--- config.mk ---
export PLATFORM = sky130hd
export DESIGN_NAME = agc_loop
export DESIGN_NICKNAME = d
export VERILOG_FILES = /design/src/rtl/agc_pkg.sv /design/src/rtl/agc_scale.sv /design/src/rtl/agc_classify.sv /design/src/rtl/agc_gain_acc.sv /design/src/rtl/agc_round.sv /design/src/rtl/agc_loop.sv
export SDC_FILE = /design/constraint.sdc
export NUM_CORES = 1
export LEC_CHECK = 0
export ABC_CLOCK_PERIOD_IN_PS = 30700
export BUFFER_PORTS_ARGS = -buffer_cell sky130_fd_sc_hd__clkbuf_2
export CAP_MARGIN = 20
export CORE_ASPECT_RATIO = 0.75
export CORE_UTILIZATION = 30
export DETAILED_ROUTE_END_ITERATION = 10
export RECOVER_POWER = 100
export SKIP_LAST_GASP = 1
export SLEW_MARGIN = 30
export SYNTH_ARGS = -nofsm -noshare
export SYNTH_HDL_FRONTEND = slang
export SYNTH_SLANG_ARGS = --single-unit
--- constraint.sdc ---
create_clock -name clk -period 30.7 [get_ports clk]
set_clock_uncertainty 0.1 [all_clocks]
set_input_delay 3.07 -clock clk [delete_from_list [all_inputs] [get_ports clk]]
set_output_delay 3.07 -clock clk [all_outputs]
set_load 0.01 [all_outputs]
--- src/rtl/agc_pkg.sv ---
package agc_pkg;

    // direction of a gain update
    typedef enum logic [1:0] {
        UPD_NONE = 2'd0,
        UPD_ADD  = 2'd1,
        UPD_SUB  = 2'd2
    } upd_dir_e;

    // which shift field sizes the step
    typedef enum logic [1:0] {
        SEL_BELOW = 2'd0,
        SEL_ABOVE = 2'd1,
        SEL_ZERO  = 2'd2,
        SEL_FULL  = 2'd3
    } step_sel_e;

    // run tracker states
    typedef enum logic [1:0] {
        RUN_IDLE = 2'd0,
        RUN_ZERO = 2'd1,
        RUN_FULL = 2'd2
    } run_state_e;

    typedef struct packed {
        upd_dir_e  dir;
        step_sel_e sel;
    } upd_req_t;

endpackage

--- src/rtl/agc_scale.sv ---
module agc_scale #(
    parameter int DATA_W    = 16,
    parameter int GAIN_W    = 16,
    parameter int GAIN_FRAC = 12,
    parameter int OUT_W     = 18
) (
    input  logic [DATA_W-1:0]        smp,
    input  logic [GAIN_W-1:0]        gain,
    output logic signed [OUT_W-1:0]  y,
    output logic [OUT_W-2:0]         mag
);
    localparam int PROD_W = DATA_W + GAIN_W + 1;
    localparam int MAG_W  = OUT_W - 1;

    localparam logic signed [PROD_W-1:0] P_HI =
        {{(PROD_W-OUT_W+1){1'b0}}, {(OUT_W-1){1'b1}}};
    localparam logic signed [PROD_W-1:0] P_LO =
        {{(PROD_W-OUT_W+1){1'b1}}, {(OUT_W-1){1'b0}}};
    localparam logic signed [OUT_W-1:0] Y_HI = {1'b0, {(OUT_W-1){1'b1}}};
    localparam logic signed [OUT_W-1:0] Y_LO = {1'b1, {(OUT_W-1){1'b0}}};

    logic signed [PROD_W-1:0] prod;
    logic signed [PROD_W-1:0] shifted;
    logic signed [OUT_W-1:0]  neg_y;

    always_comb begin
        prod    = $signed(smp) * $signed({1'b0, gain});
        shifted = prod >>> GAIN_FRAC;
        if (shifted > P_HI) begin
            y = Y_HI;
        end else if (shifted < P_LO) begin
            y = Y_LO;
        end else begin
            y = shifted[OUT_W-1:0];
        end
    end

    always_comb begin
        neg_y = -y;
        if (!y[OUT_W-1]) begin
            mag = y[MAG_W-1:0];
        end else if (y == Y_LO) begin
            mag = '1;
        end else begin
            mag = neg_y[MAG_W-1:0];
        end
    end

endmodule

--- src/rtl/agc_classify.sv ---
module agc_classify
    import agc_pkg::*;
#(
    parameter int MAG_W   = 17,
    parameter int THR_W   = 8,
    parameter int MASK_W  = 4,
    parameter int RUN_LEN = 4
) (
    input  logic              clk,
    input  logic              rst_n,
    input  logic              smp_valid,
    input  logic [MAG_W-1:0]  mag,
    input  logic [THR_W-1:0]  thres,
    input  logic [MASK_W-1:0] zero_mask,
    output upd_req_t          req
);
    localparam int CNT_W = $clog2(RUN_LEN + 1);
    localparam logic [CNT_W-1:0] CNT_TOP = CNT_W'(RUN_LEN);
    localparam logic [CNT_W-1:0] CNT_ONE = CNT_W'(1);

    run_state_e        state, state_n;
    logic [CNT_W-1:0]  cnt, cnt_n;
    logic              is_full, is_zero;
    logic [MAG_W-1:0]  keep_bits;
    logic [THR_W-1:0]  top;
    logic [CNT_W-1:0]  cnt_bump;

    always_comb begin
        is_full   = &mag;
        keep_bits = {MAG_W{1'b1}} << zero_mask;
        is_zero   = !is_full && ((mag & keep_bits) == '0);
        top       = mag[MAG_W-1 -: THR_W];
        cnt_bump  = (cnt == CNT_TOP) ? cnt : cnt + 1'b1;
    end

    // state register
    always_ff @(posedge clk or negedge rst_n) begin
        if (!rst_n) begin
            state <= RUN_IDLE;
            cnt   <= '0;
        end else begin
            state <= state_n;
            cnt   <= cnt_n;
        end
    end

    // transitions
    always_comb begin
        state_n = state;
        cnt_n   = cnt;
        if (smp_valid) begin
            unique case (state)
                RUN_IDLE: begin
                    if (is_full) begin
                        state_n = RUN_FULL;
                        cnt_n   = CNT_ONE;
                    end else if (is_zero) begin
                        state_n = RUN_ZERO;
                        cnt_n   = CNT_ONE;
                    end
                end
                RUN_ZERO: begin
                    if (is_zero) begin
                        cnt_n   = cnt_bump;
                    end else if (is_full) begin
                        state_n = RUN_FULL;
                        cnt_n   = CNT_ONE;
                    end else begin
                        state_n = RUN_IDLE;
                        cnt_n   = '0;
                    end
                end
                RUN_FULL: begin
                    if (is_full) begin
                        cnt_n   = cnt_bump;
                    end else if (is_zero) begin
                        state_n = RUN_ZERO;
                        cnt_n   = CNT_ONE;
                    end else begin
                        state_n = RUN_IDLE;
                        cnt_n   = '0;
                    end
                end
                default: begin
                    state_n = RUN_IDLE;
                    cnt_n   = '0;
                end
            endcase
        end
    end

    // decision for the current sample
    always_comb begin
        req.dir = UPD_NONE;
        req.sel = SEL_BELOW;
        if (smp_valid) begin
            if (state_n == RUN_FULL && cnt_n == CNT_TOP) begin
                req.dir = UPD_SUB;
                req.sel = SEL_FULL;
            end else if (state_n == RUN_ZERO && cnt_n == CNT_TOP) begin
                req.dir = UPD_ADD;
                req.sel = SEL_ZERO;
            end else if (top > thres) begin
                req.dir = UPD_SUB;
                req.sel = SEL_ABOVE;
            end else if (top < thres) begin
                req.dir = UPD_ADD;
                req.sel = SEL_BELOW;
            end
        end
    end

endmodule

--- src/rtl/agc_gain_acc.sv ---
module agc_gain_acc
    import agc_pkg::*;
#(
    parameter int GAIN_W    = 16,
    parameter int GAIN_FRAC = 12,
    parameter int SHIFT_W   = 4,
    parameter int STEP_UNIT = 1
) (
    input  logic               clk,
    input  logic               rst_n,
    input  upd_dir_e           dir,
    input  logic [SHIFT_W-1:0] shift,
    output logic [GAIN_W-1:0]  gain
);
    localparam int EXT_W = GAIN_W + (1 << SHIFT_W) + $clog2(STEP_UNIT + 1) + 1;
    localparam logic [EXT_W-1:0]  G_MAX   = {{(EXT_W-GAIN_W){1'b0}}, {GAIN_W{1'b1}}};
    localparam logic [GAIN_W-1:0] G_UNITY = GAIN_W'(1) << GAIN_FRAC;

    logic [EXT_W-1:0]  step, gain_ext, sum, diff;
    logic [GAIN_W-1:0] gain_n;

    always_comb begin
        step     = EXT_W'(STEP_UNIT) << shift;
        gain_ext = {{(EXT_W-GAIN_W){1'b0}}, gain};
        sum      = gain_ext + step;
        diff     = gain_ext - step;
        gain_n   = gain;
        unique case (dir)
            UPD_ADD: gain_n = (sum > G_MAX) ? G_MAX[GAIN_W-1:0] : sum[GAIN_W-1:0];
            UPD_SUB: gain_n = (step > gain_ext) ? '0 : diff[GAIN_W-1:0];
            default: gain_n = gain;
        endcase
    end

    always_ff @(posedge clk or negedge rst_n) begin
        if (!rst_n) begin
            gain <= G_UNITY;
        end else begin
            gain <= gain_n;
        end
    end

endmodule

--- src/rtl/agc_round.sv ---
module agc_round #(
    parameter int OUT_W = 18,
    parameter int RND_W = 4
) (
    input  logic signed [OUT_W-1:0] y,
    input  logic [RND_W-1:0]        code,
    output logic signed [OUT_W-1:0] q
);
    localparam int EW = OUT_W + 1;

    logic [EW-1:0]        keep, half, max_al;
    logic signed [EW-1:0] sum, cut;

    always_comb begin
        keep   = {EW{1'b1}} << code;
        half   = (code == '0) ? '0 : (EW'(1) << (code - 1'b1));
        sum    = {y[OUT_W-1], y} + $signed(half);
        cut    = sum & $signed(keep);
        max_al = {2'b00, {(OUT_W-1){1'b1}}} & keep;
        if (cut > $signed(max_al)) begin
            q = max_al[OUT_W-1:0];
        end else begin
            q = cut[OUT_W-1:0];
        end
    end

endmodule

--- src/rtl/agc_loop.sv ---
module agc_loop
    import agc_pkg::*;
#(
    parameter int DATA_W    = 16,
    parameter int GAIN_W    = 16,
    parameter int GAIN_FRAC = 12,
    parameter int OUT_W     = 18,
    parameter int THR_W     = 8,
    parameter int SHIFT_W   = 4,
    parameter int MASK_W    = 4,
    parameter int RND_W     = 4,
    parameter int RUN_LEN   = 4,
    parameter int STEP_UNIT = 1
) (
    input  logic               clk,
    input  logic               rst_n,
    input  logic               in_valid,
    input  logic [DATA_W-1:0]  in_data,
    input  logic [THR_W-1:0]   thres,
    input  logic [SHIFT_W-1:0] step_below,
    input  logic [SHIFT_W-1:0] step_above,
    input  logic [SHIFT_W-1:0] step_zero,
    input  logic [SHIFT_W-1:0] step_full,
    input  logic [MASK_W-1:0]  zero_mask,
    input  logic [RND_W-1:0]   rnd_code,
    output logic               out_valid,
    output logic [OUT_W-1:0]   out_data,
    output logic [GAIN_W-1:0]  gain_out
);
    localparam int MAG_W = OUT_W - 1;

    logic signed [OUT_W-1:0] y_clip, y_rnd;
    logic [MAG_W-1:0]        mag;
    upd_req_t                req;
    logic [SHIFT_W-1:0]      shift_sel;

    agc_scale #(
        .DATA_W(DATA_W), .GAIN_W(GAIN_W), .GAIN_FRAC(GAIN_FRAC), .OUT_W(OUT_W)
    ) u_scale (
        .smp (in_data),
        .gain(gain_out),
        .y   (y_clip),
        .mag (mag)
    );

    agc_classify #(
        .MAG_W(MAG_W), .THR_W(THR_W), .MASK_W(MASK_W), .RUN_LEN(RUN_LEN)
    ) u_class (
        .clk      (clk),
        .rst_n    (rst_n),
        .smp_valid(in_valid),
        .mag      (mag),
        .thres    (thres),
        .zero_mask(zero_mask),
        .req      (req)
    );

    always_comb begin
        unique case (req.sel)
            SEL_BELOW: shift_sel = step_below;
            SEL_ABOVE: shift_sel = step_above;
            SEL_ZERO:  shift_sel = step_zero;
            SEL_FULL:  shift_sel = step_full;
            default:   shift_sel = step_below;
        endcase
    end

    agc_gain_acc #(
        .GAIN_W(GAIN_W), .GAIN_FRAC(GAIN_FRAC), .SHIFT_W(SHIFT_W), .STEP_UNIT(STEP_UNIT)
    ) u_gain (
        .clk  (clk),
        .rst_n(rst_n),
        .dir  (req.dir),
        .shift(shift_sel),
        .gain (gain_out)
    );

    agc_round #(.OUT_W(OUT_W), .RND_W(RND_W)) u_round (
        .y   (y_clip),
        .code(rnd_code),
        .q   (y_rnd)
    );

    always_ff @(posedge clk or negedge rst_n) begin
        if (!rst_n) begin
            out_valid <= 1'b0;
            out_data  <= '0;
        end else begin
            out_valid <= in_valid;
            if (in_valid) begin
                out_data <= y_rnd;
            end
        end
    end

endmodule

==> run metrics <==
run status=finished with violations; violated checks=max-capacitance violations, max-slew violations; fraction of registers with async set or reset after synthesis=1.000; Slew Viols, Final=80; prevailing post-synth register cell=dfrtp_1; number of antenna violations at the first check in global routing=2; commonest cells after routing, fill and taps aside=inv_1 (333), nand2_1 (202), ha_1 (198); data arrival time of the worst path=23.18 ns; insertion delay to the later sink of the worst-skew pair=0.30 ns; Hold Buf Count CTS=0; simple-gate share of the synthesized area=0.1972; largest net degree at the start of global routing=41; crit end category=register; fraction of final layout cells sized beyond drive strength 1=0.05505; clock-pin transition on the worst setup and hold timing paths=0.07 ns; total of cells resized after clock tree synthesis=0; Relative slew margins=-1.024; antenna fix cells=0; Setup Viol. Count Final=0; total iterations of the first detailed-routing run=5; Setup crit start kind=input pin; htree depth=2; share of the clock period used by the worst path=0.7536; horizontal die dimension=268.2 um; slowest CP cell=o311ai_0; Synth Area per Inst=8.074 um2; sequential cell area fraction in the yosys report=0.06288; number of nets in the layout=2424; top-level I/O count=86; total via count in the routed design=14330; most common library cell in the layout ignoring fill and taps=inv_1; CTS Sinks=40; input/output buffers=85; number of global-route vias before repair=14550; maximum number of buffers from clock root to sink=2; adder-cell share of the synthesized area=0.4016; starting density of the core=0.3066; number of instances in the synthesized netlist=1974; Overflow after GRT=0; clock buffer count from CTS=5; crit-path max cell delay=2.46 ns; final-layout setup total negative slack=0 ns; transition time at the pin with the least slew margin=2.998 ns; Antenna Nets Post-Route=0; Setup Buffers After CTS=0; P&R area growth vs syn=6.468%; DRT Wirelength=49290 um; Initial DRC Count=1290; total core area=51980 um2; CTS tree=done; CP max FO=16; placement row count=72; timing-limited maximum frequency=43.22 MHz; Hold Violations, Final=0; average detailed-routed wire length per instance=18.37 um; synthesized flop and latch total=40; Detail Placement HPWL=40090 um; die span in y=201.6 um; startpoint-to-endpoint class of the critical path=input pin to register; final estimated routing congestion in global placement=0.9593; Hold/Removal Path Class=register to register; most numerous cell on the critical path=inv_1; Post-Synth XOR/XNOR Area=0.02465; number of maximum-capacitance violations=3; netlist area before placement=15940 um2; total number of yosys warnings=0; Post-synth EDFFs=0; number of fill cells in the layout=5516; Period minus WS final=23.14 ns; Mapped Nets=2419; global-route wire length before repair=81850 um; worst path required time=30.74 ns; total routing usage reported by global routing=0.1889; multiplexer area fraction after synthesis=0.007693; average vias per placed instance=5.343; Total Die Area=54070 um2; DR DRC count=0; clock root buffer=clkbuf_16; post-synthesis compound-gate area fraction=0.1998; largest family of logic cells by synthesized area=adder cells; RSZ-0062 raised after global routing=false; Unique masters post-synth=91
## sequential cells by signal, summed over array words and instances, names as in the netlist
signal and cells:
u_class.state 2, out_valid 1, out_data 18, u_gain.gain 16
u_class.cnt 3
## cells by family (layout without fill, tap and decap cells)
| family | count (synthesis) | after routing |
|---|---|---|
| flops | 40 | 40 |
| buf+inv | 435 | 441 |
| compound gates | 442 | 442 |
| fa+ha+maj | 394 | 394 |
| simple gates | 607 | 607 |
| xor+xnor | 44 | 44 |
| mux | 12 | 12 |
## critical path: cells and delay by family
kind            cells  cell delay [ns]
simple gates       10             2.56
buf+inv             9             1.57
fa+ha+maj           9             4.65
compound gates     28            10.86
mux                 1             0.22
xor+xnor            1             0.20
## synthesized netlist by cell type, types with 12 or more instances
cell type	number	area, um2
o21bai_1	26	195.2
dfrtp_1	39	975.9
nand2b_1	13	81.33
nor2_1	77	289.0
inv_1	333	1250
buf_2	23	115.1
o211ai_1	14	105.1
o21ai_0	89	445.4
nor3_1	34	170.2
nand4_1	42	262.8
a21o_1	38	285.3
or3_1	12	75.07
and2_1	126	788.3
ha_1	198	2477
clkbuf_1	69	259.0
nand2_1	202	758.2
nand3_1	28	140.1
nor4_1	13	81.33
a31oi_1	19	118.9
xnor2_1	33	289.0
o221ai_1	17	148.9
a21oi_1	93	465.5
a22oi_1	15	112.6
fa_1	196	3924
and3_1	14	87.58
## final cells by class
| class | count | area (um2) | share of cell area |
|---|---|---|---|
| well taps | 703 | 879.6 | 0.05183 |
| inverters | 333 | 1250 | 0.07366 |
| repair buffers | 100 | 465.4 | 0.02743 |
| flip-flops and latches | 40 | 1002 | 0.05906 |
| clock inverters | 3 | 46.29 | 0.002728 |
| multi-input cells | 1499 | 13200 | 0.7779 |
| clock buffers | 5 | 125.1 | 0.007373 |
## path summary, 6_finish.rpt
kind                                 from          endpoint  slack, ns  depth (start not counted)
max in group asynchronous           rst_n  u_class.state[0]      25.53                          2
min reg2reg                   out_data[4]       out_data[4]       0.40                          2
min                           out_data[4]       out_data[4]       0.40                          2
max reg2reg                u_gain.gain[1]   u_gain.gain[15]       9.46                         58
min in group asynchronous           rst_n       out_data[7]       3.52                          2
max                            in_data[9]   u_gain.gain[15]       7.56                         58
## through the flow
| stage | area (um2) | util | setup slack, ns | std cells | hold WS, ns |
|---|---|---|---|---|---|
| detailed placement | 16930 | 0.3256 | 11.43 | 2675 | 0.3882 |
| global route | 16970 | 0.3265 | 5.989 | 2683 | 0.4056 |
| global placement | 16910 | 0.3254 | 11.56 | 2675 | 0.3853 |
| CTS | 17100 | 0.3289 | 11.72 | 2683 | 0.4029 |
| floorplan | 15940 | - | 13.68 | 1974 | 0.4130 |
| finish | 16970 | 0.3265 | 7.563 | 2683 | 0.4005 |
## per-layer routing
layer	share of wire	global-route usage	vias to the layer above
met2	0.44	0.2948	495
met1	0.49	0.2813	7113
met5	0.00055	0	-
li1	-	-	6685
met3	0.060	0.02790	37
met4	0.0076	0.01939	4
Power is not shown: default switching activity piles up to over one toggle a cycle in this logic, so the estimate is an artifact.
